File: src/rtl/dmac_pkg.sv
package dmac_pkg;
  localparam int unsigned OPC_W = 5;

  // bit0 subtract, bit1 clamp, bit3 crossed, bit4 q15
  localparam logic [OPC_W-1:0] OPC_MAC_STR  = 5'b00000;
  localparam logic [OPC_W-1:0] OPC_MSU_STR  = 5'b00001;
  localparam logic [OPC_W-1:0] OPC_MAC_X    = 5'b01000;
  localparam logic [OPC_W-1:0] OPC_MSU_X    = 5'b01001;
  localparam logic [OPC_W-1:0] OPC_QMAC_X   = 5'b11000;
  localparam logic [OPC_W-1:0] OPC_QMSU_X   = 5'b11001;
  localparam logic [OPC_W-1:0] OPC_QMAC_XS  = 5'b11010;
  localparam logic [OPC_W-1:0] OPC_QMSU_XS  = 5'b11011;

  typedef struct packed {
    logic legal;
    logic subtract;
    logic crossed;
    logic q15;
    logic clamp;
  } op_ctrl_t;
endpackage

File: src/rtl/dmac_decode.sv
module dmac_decode
  import dmac_pkg::*;
(
  input  logic [OPC_W-1:0] op_i,
  output op_ctrl_t         ctrl_o
);
  always_comb begin
    ctrl_o = '0;
    unique case (op_i)
      OPC_MAC_STR, OPC_MSU_STR, OPC_MAC_X, OPC_MSU_X,
      OPC_QMAC_X, OPC_QMSU_X, OPC_QMAC_XS, OPC_QMSU_XS: begin
        ctrl_o.legal    = 1'b1;
        ctrl_o.subtract = op_i[0];
        ctrl_o.clamp    = op_i[1];
        ctrl_o.crossed  = op_i[3];
        ctrl_o.q15      = op_i[4];
      end
      default: ctrl_o = '0;
    endcase
  end
endmodule

File: src/rtl/dmac_lane_mul.sv
module dmac_lane_mul #(
  parameter int unsigned HALF_W = 16,
  localparam int unsigned WORD_W = 2 * HALF_W
) (
  input  logic [WORD_W-1:0]      a_i,
  input  logic [WORD_W-1:0]      b_i,
  input  logic                   crossed_i,
  input  logic                   q15_i,
  output logic [1:0][WORD_W-1:0] term_o,
  output logic [1:0]             special_o
);
  localparam logic [HALF_W-1:0] HALF_MIN = {1'b1, {(HALF_W-1){1'b0}}};
  localparam logic [WORD_W-1:0] WORD_MAX = {1'b0, {(WORD_W-1){1'b1}}};

  for (genvar l = 0; l < 2; l++) begin : g_lane
    logic [HALF_W-1:0]        x, y;
    logic signed [WORD_W-1:0] xe, ye, prod;

    assign x    = a_i[l*HALF_W +: HALF_W];
    assign y    = crossed_i ? b_i[(1-l)*HALF_W +: HALF_W] : b_i[l*HALF_W +: HALF_W];
    assign xe   = {{HALF_W{x[HALF_W-1]}}, x};
    assign ye   = {{HALF_W{y[HALF_W-1]}}, y};
    assign prod = xe * ye;

    assign special_o[l] = q15_i && (x == HALF_MIN) && (y == HALF_MIN);

    always_comb begin
      if (special_o[l])  term_o[l] = WORD_MAX;
      else if (q15_i)    term_o[l] = {prod[WORD_W-2:0], 1'b0};
      else               term_o[l] = prod;
    end
  end
endmodule

File: src/rtl/dmac_accum_core.sv
module dmac_accum_core #(
  parameter int unsigned WORD_W = 32,
  localparam int unsigned ACC_W = 2 * WORD_W
) (
  input  logic [ACC_W-1:0]       acc_i,
  input  logic [1:0][WORD_W-1:0] term_i,
  input  logic [1:0]             special_i,
  input  logic                   subtract_i,
  input  logic                   clamp_i,
  output logic [ACC_W-1:0]       acc_o,
  output logic                   ovf_o
);
  localparam logic [ACC_W-1:0] POS_LIM = {{(WORD_W+1){1'b0}}, {(WORD_W-1){1'b1}}};
  localparam logic [ACC_W-1:0] NEG_LIM = {{(WORD_W+1){1'b1}}, {(WORD_W-1){1'b0}}};

  logic [1:0][ACC_W-1:0] ext;
  logic [ACC_W-1:0]      pair_sum, raw;
  logic                  above, below;

  for (genvar l = 0; l < 2; l++) begin : g_ext
    assign ext[l] = {{WORD_W{term_i[l][WORD_W-1]}}, term_i[l]};
  end

  assign pair_sum = ext[0] + ext[1];
  assign raw      = subtract_i ? (acc_i - pair_sum) : (acc_i + pair_sum);
  assign above    = $signed(raw) > $signed(POS_LIM);
  assign below    = $signed(raw) < $signed(NEG_LIM);

  always_comb begin
    if (clamp_i && above)      acc_o = POS_LIM;
    else if (clamp_i && below) acc_o = NEG_LIM;
    else                       acc_o = raw;
  end

  assign ovf_o = (|special_i) | (clamp_i & (above | below));
endmodule

File: src/rtl/dmac_acc_bank.sv
module dmac_acc_bank #(
  parameter int unsigned N_ACC = 4,
  parameter int unsigned ACC_W = 64,
  localparam int unsigned SEL_W = $clog2(N_ACC)
) (
  input  logic             clk_i,
  input  logic             rst_ni,
  input  logic             op_we_i,
  input  logic [SEL_W-1:0] op_sel_i,
  input  logic [ACC_W-1:0] op_val_i,
  input  logic             op_ovf_i,
  input  logic             wr_en_i,
  input  logic [SEL_W-1:0] wr_sel_i,
  input  logic [ACC_W-1:0] wr_val_i,
  input  logic             clr_i,
  input  logic [SEL_W-1:0] rd_sel_i,
  output logic [ACC_W-1:0] rd_val_o,
  output logic [ACC_W-1:0] op_acc_o,
  output logic [N_ACC-1:0] ovf_o
);
  logic [ACC_W-1:0] acc_q [N_ACC];
  logic [N_ACC-1:0] ovf_q, set_ovf;

  for (genvar g = 0; g < N_ACC; g++) begin : g_acc
    logic             wr_hit, op_hit, ovf_r;
    logic [ACC_W-1:0] acc_r;

    assign wr_hit     = wr_en_i && (wr_sel_i == SEL_W'(g));
    assign op_hit     = op_we_i && (op_sel_i == SEL_W'(g)) && !wr_hit;
    assign set_ovf[g] = op_hit && op_ovf_i;

    always_ff @(posedge clk_i or negedge rst_ni) begin
      if (!rst_ni) begin
        acc_r <= '0;
        ovf_r <= 1'b0;
      end else begin
        if (wr_hit)      acc_r <= wr_val_i;
        else if (op_hit) acc_r <= op_val_i;
        ovf_r <= set_ovf[g] | (ovf_r & ~clr_i);
      end
    end

    assign acc_q[g] = acc_r;
    assign ovf_q[g] = ovf_r;

    p_flag_sticky_r8: assert property (@(posedge clk_i) disable iff (!rst_ni)
      (ovf_q[g] && !clr_i) |=> ovf_q[g]);
    p_flag_clear_r8: assert property (@(posedge clk_i) disable iff (!rst_ni)
      (clr_i && !set_ovf[g]) |=> !ovf_q[g]);
  end

  assign rd_val_o = acc_q[rd_sel_i];
  assign op_acc_o = acc_q[op_sel_i];
  assign ovf_o    = ovf_q;

  p_write_wins_r11: assert property (@(posedge clk_i) disable iff (!rst_ni)
    wr_en_i |=> acc_q[$past(wr_sel_i)] == $past(wr_val_i));
  p_op_lands_r2: assert property (@(posedge clk_i) disable iff (!rst_ni)
    (op_we_i && !(wr_en_i && wr_sel_i == op_sel_i)) |=> acc_q[$past(op_sel_i)] == $past(op_val_i));
endmodule

File: src/rtl/dot_mac_unit.sv
module dot_mac_unit
  import dmac_pkg::*;
#(
  parameter int unsigned ACC_CNT = 4,
  parameter int unsigned WORD_W  = 32,
  localparam int unsigned SEL_W  = $clog2(ACC_CNT),
  localparam int unsigned ACC_W  = 2 * WORD_W,
  localparam int unsigned HALF_W = WORD_W / 2
) (
  input  logic               clk_i,
  input  logic               rst_ni,
  input  logic               op_valid_i,
  input  logic [OPC_W-1:0]   op_code_i,
  input  logic [SEL_W-1:0]   op_acc_i,
  input  logic [WORD_W-1:0]  src_a_i,
  input  logic [WORD_W-1:0]  src_b_i,
  input  logic               wr_en_i,
  input  logic [SEL_W-1:0]   wr_acc_i,
  input  logic [WORD_W-1:0]  wr_hi_i,
  input  logic [WORD_W-1:0]  wr_lo_i,
  input  logic [SEL_W-1:0]   rd_acc_i,
  output logic [WORD_W-1:0]  rd_hi_o,
  output logic [WORD_W-1:0]  rd_lo_o,
  input  logic               ovf_clr_i,
  output logic [ACC_CNT-1:0] ovf_o
);
  localparam logic [HALF_W-1:0] HALF_MIN = {1'b1, {(HALF_W-1){1'b0}}};

  op_ctrl_t              ctrl;
  logic                  op_fire;
  logic [1:0][WORD_W-1:0] term;
  logic [1:0]            special;
  logic [ACC_W-1:0]      acc_cur, acc_next, rd_val;
  logic                  ovf_hit;

  dmac_decode i_decode (
    .op_i   (op_code_i),
    .ctrl_o (ctrl)
  );

  assign op_fire = op_valid_i && ctrl.legal;

  dmac_lane_mul #(.HALF_W(HALF_W)) i_lanes (
    .a_i       (src_a_i),
    .b_i       (src_b_i),
    .crossed_i (ctrl.crossed),
    .q15_i     (ctrl.q15),
    .term_o    (term),
    .special_o (special)
  );

  dmac_accum_core #(.WORD_W(WORD_W)) i_core (
    .acc_i      (acc_cur),
    .term_i     (term),
    .special_i  (special),
    .subtract_i (ctrl.subtract),
    .clamp_i    (ctrl.clamp),
    .acc_o      (acc_next),
    .ovf_o      (ovf_hit)
  );

  dmac_acc_bank #(.N_ACC(ACC_CNT), .ACC_W(ACC_W)) i_bank (
    .clk_i    (clk_i),
    .rst_ni   (rst_ni),
    .op_we_i  (op_fire),
    .op_sel_i (op_acc_i),
    .op_val_i (acc_next),
    .op_ovf_i (ovf_hit),
    .wr_en_i  (wr_en_i),
    .wr_sel_i (wr_acc_i),
    .wr_val_i ({wr_hi_i, wr_lo_i}),
    .clr_i    (ovf_clr_i),
    .rd_sel_i (rd_acc_i),
    .rd_val_o (rd_val),
    .op_acc_o (acc_cur),
    .ovf_o    (ovf_o)
  );

  assign rd_hi_o = rd_val[ACC_W-1:WORD_W];
  assign rd_lo_o = rd_val[WORD_W-1:0];

  p_clamp_range_r7: assert property (@(posedge clk_i) disable iff (!rst_ni)
    (op_fire && ctrl.clamp) |->
      (acc_next[ACC_W-1:WORD_W-1] == '0) || (acc_next[ACC_W-1:WORD_W-1] == '1));
  p_q15_flag_r6: assert property (@(posedge clk_i) disable iff (!rst_ni)
    (op_fire && ctrl.q15 && src_a_i[HALF_W-1:0] == HALF_MIN &&
     src_b_i[WORD_W-1:HALF_W] == HALF_MIN && !(wr_en_i && wr_acc_i == op_acc_i))
      |=> ovf_o[$past(op_acc_i)]);
  p_ignored_r12: assert property (@(posedge clk_i) disable iff (!rst_ni)
    (op_valid_i && !ctrl.legal && !wr_en_i && !ovf_clr_i) |=> $stable(ovf_o));
endmodule

File: config.mk
export PLATFORM = sky130hd
export DESIGN_NAME = dot_mac_unit
export DESIGN_NICKNAME = d
export VERILOG_FILES = /design/src/rtl/dmac_pkg.sv /design/src/rtl/dmac_decode.sv /design/src/rtl/dmac_lane_mul.sv /design/src/rtl/dmac_accum_core.sv /design/src/rtl/dmac_acc_bank.sv /design/src/rtl/dot_mac_unit.sv
export SDC_FILE = /design/constraint.sdc
export NUM_CORES = 2
export LEC_CHECK = 0
export ABC_AREA = 1
export CAP_MARGIN = 15
export CORE_MARGIN = 2
export CORE_UTILIZATION = 50
export CTS_BUF_LIST = sky130_fd_sc_hd__clkbuf_2 sky130_fd_sc_hd__clkbuf_4 sky130_fd_sc_hd__clkbuf_8
export CTS_CLUSTER_DIAMETER = 100
export DETAILED_ROUTE_END_ITERATION = 12
export PLACE_DENSITY = 0.79
export SYNTH_ARGS = -nofsm -noshare
export SYNTH_HDL_FRONTEND = slang
export SYNTH_SLANG_ARGS = --single-unit
File: constraint.sdc
create_clock -name clk_i -period 5.6 [get_ports clk_i]
set_input_delay 1.4 -clock clk_i [delete_from_list [all_inputs] [get_ports clk_i]]
set_output_delay 1.4 -clock clk_i [all_outputs]
set_load 0.01 [all_outputs]
==> run summary <==
Final Non-Filler Cells -> 9571
Least-Margin Pin Slew -> 1.22 ns
largest net degree at the start of global routing -> 113
Max Freq -> 82.4 MHz
unrepaired setup endpoints after global routing -> yes
number of enable flip-flop cells after synthesis -> 0
Hold Path Cell Cnt -> 2
slew margin rel. -> 0.185
Post-DP HPWL -> 139000 microns
Synth Net Count -> 7903
Post-Synth XOR/XNOR Area -> 0.0255
CTS Buf Count -> 40
Crit. End Element -> register
Final Util -> 0.718
Boundary Pins -> 212
Final GP Congestion -> 1.06
most frequent cells in the layout -> nand2_1, inv_1, buf_4
crit-path max cell delay -> 0.57 ns
Post-synth ARST share -> 1.00
status -> finished with violations
Synth Area in Simple Gates -> 0.274
maximum root-to-sink buffer count -> 3
sequential-to-total area share from yosys stat -> 0.139
Synth Area in Adders -> 0.295
setup tns final -> -1672.86 ns
mapped cell area -> 46700 sq um
post-synth cell types -> 57
cell count after synthesis -> 6973
clock latency at the later pin of the worst-skew pair -> 0.60 ns
clock root cell -> clkbuf_8
gr usage total -> 0.380
pre-CTS worst setup slack -> -8.05 ns
remaining design rule violation count -> 0
syn avg cell area -> 6.70 sq um
layout cells sized above 1 -> 0.311
fin. max-slew vios -> 0
Die H -> 310 microns
1st-iter DRT viols -> 6289
crit start category -> input port
Data required, critical path -> 6.08 ns
Crit Path Max Fanout -> 6
core area -> 92900 sq um
chip width -> 310 microns
Area Growth Syn to Fin -> 42.7%
Final Skew -> 0.0227 ns
Final Setup Violations -> 260
max_cap viols -> 0
buffers added on ports -> 211
mux cell area share after synthesis -> 0.000214
vias in the first global route -> 54603
Yosys reg bits -> 260
Syn. warnings -> 0
Synth Flop Type -> dfrtp_1
main combinational cell family by area after synthesis -> adder cells
Final Worst Setup Slack -> -6.54 ns
Via density -> 5.64
first-pass GRT wire length -> 286000 microns
Final min period -> 12.14 ns
post-route ant nets -> 0
worst path arrival time -> 12.62 ns
CTS tree -> done
Max stage delay cell, worst path -> fa_2
Sink Count -> 260
H-tree depth -> 2
Synth Area in Compound Gates -> 0.114
# hold bufs at CTS -> 0
# placed instances -> 9304
most frequent CP cell -> nand2_1
gr ovfl total -> 0
Final nets -> 9216
r2r worst-path depth -> 26
via count -> 54009
Filler cells -> 6752
clk slew on worst S/H paths -> 0.07 ns
num rows -> 112
DR pass1 iterations -> 9
die area -> 95900 sq um
Final Hold Viols -> 0
failing checks -> negative setup slack
Starting Density -> 0.503
most common cell after layout, fill and taps aside -> nand2_1
class of the most critical setup path -> in -> reg
initial antenna violation count -> 3
Final period util -> 2.17
worst hold path class -> reg -> reg
wire per inst -> 20.0 microns
Final Routed Wirelength -> 191000 microns
[critical path: cells and delay by family]
kind | cells | cell delay (ns)
buffers and inverters | 21 | 2.28
and+or+nand+nor | 31 | 3.31
AOI/OAI and AO/OA | 9 | 1.34
adders and majority gates | 9 | 3.83
xor gates and xnor gates | 2 | 0.41
[layer usage]
layer,share of wire,wire [microns],global-route usage,up-vias
met5,0.000068,13,0,-
met4,0.080,15400,0.253,2
met3,0.11,20700,0.0708,1075
met2,0.47,89600,0.643,3612
met1,0.34,65700,0.438,25311
li1,-,-,-,24009
[state kept, by name, indices dropped and copies added (netlist names)]
name / flops
i_bank.g_acc.acc_r: 256
i_bank.g_acc.ovf_r: 4
[worst paths after layout]
check	to	slack, ns	startpoint
min reg2reg	i_bank.g_acc[1].ovf_r	0.49	i_bank.g_acc[1].ovf_r
min	i_bank.g_acc[1].ovf_r	0.49	i_bank.g_acc[1].ovf_r
max reg2reg	i_bank.g_acc[0].acc_r[24]	1.19	i_bank.g_acc[0].acc_r[13]
max	i_bank.g_acc[0].acc_r[24]	-6.54	op_code_i[4]
max in group asynchronous	i_bank.g_acc[2].acc_r[56]	3.44	rst_ni
min in group asynchronous	i_bank.g_acc[3].acc_r[8]	0.89	rst_ni
[stage by stage]
| stage | hold slack [ns] | area (sq um) |
|---|---|---|
| after floorplan | 0.450 | 47600 |
| after global placement | 0.478 | 59000 |
| after detailed placement | 0.481 | 59000 |
| after CTS | 0.492 | 63800 |
| after global routing | 0.520 | 66700 |
| final | 0.491 | 66700 |
[Yosys cell counts, types with 63 or more instances]
| library cell | instances | area [sq um] |
|---|---|---|
| fa_1 | 526 | 10500 |
| nand2_1 | 1787 | 6710 |
| o22ai_1 | 192 | 1200 |
| clkbuf_1 | 187 | 702 |
| nand3_1 | 295 | 1480 |
| nand2_2 | 63 | 394 |
| xor2_1 | 82 | 718 |
| o21ai_0 | 331 | 1660 |
| inv_1 | 1562 | 5860 |
| ha_1 | 260 | 3250 |
| dfrtp_1 | 260 | 6510 |
| nor2_1 | 653 | 2450 |
| a21oi_1 | 200 | 1000 |
| nand4_1 | 65 | 407 |
[kinds of logic after synthesis]
| family | count (synthesis) |
|---|---|
| and+or+nand+nor | 3024 |
| buffers and inverters | 1857 |
| AOI/OAI and AO/OA | 910 |
| adders and majority gates | 786 |
| DFF | 260 |
| xor gates and xnor gates | 135 |
| muxes | 1 |
[final cells by class]
type                    instances  area (sq um)  area share
multi-input cells            4858         38300       0.575
repair buffers               1526         13300       0.199
flip-flops and latches        260          6510      0.0976
inverters                    1598          6110      0.0916
well taps                    1254          1570      0.0235
clock buffers                  59           743      0.0111
clock inverters                12           123     0.00184
repair inverters                2          16.3    0.000244
diodes                          2          5.00   0.0000751
[what timing repair did]
item	CTS	global route
gates cloned	11	2
gates resized for setup	709	626
buffers inserted	110	79
pin swaps	272	287
endpoints found under the setup margin	260	260
endpoints found under the hold margin	0	0
Power is left out: the tool's default activity adds up to more than one toggle a clock period on the data nets, which glitch-free logic cannot reach.
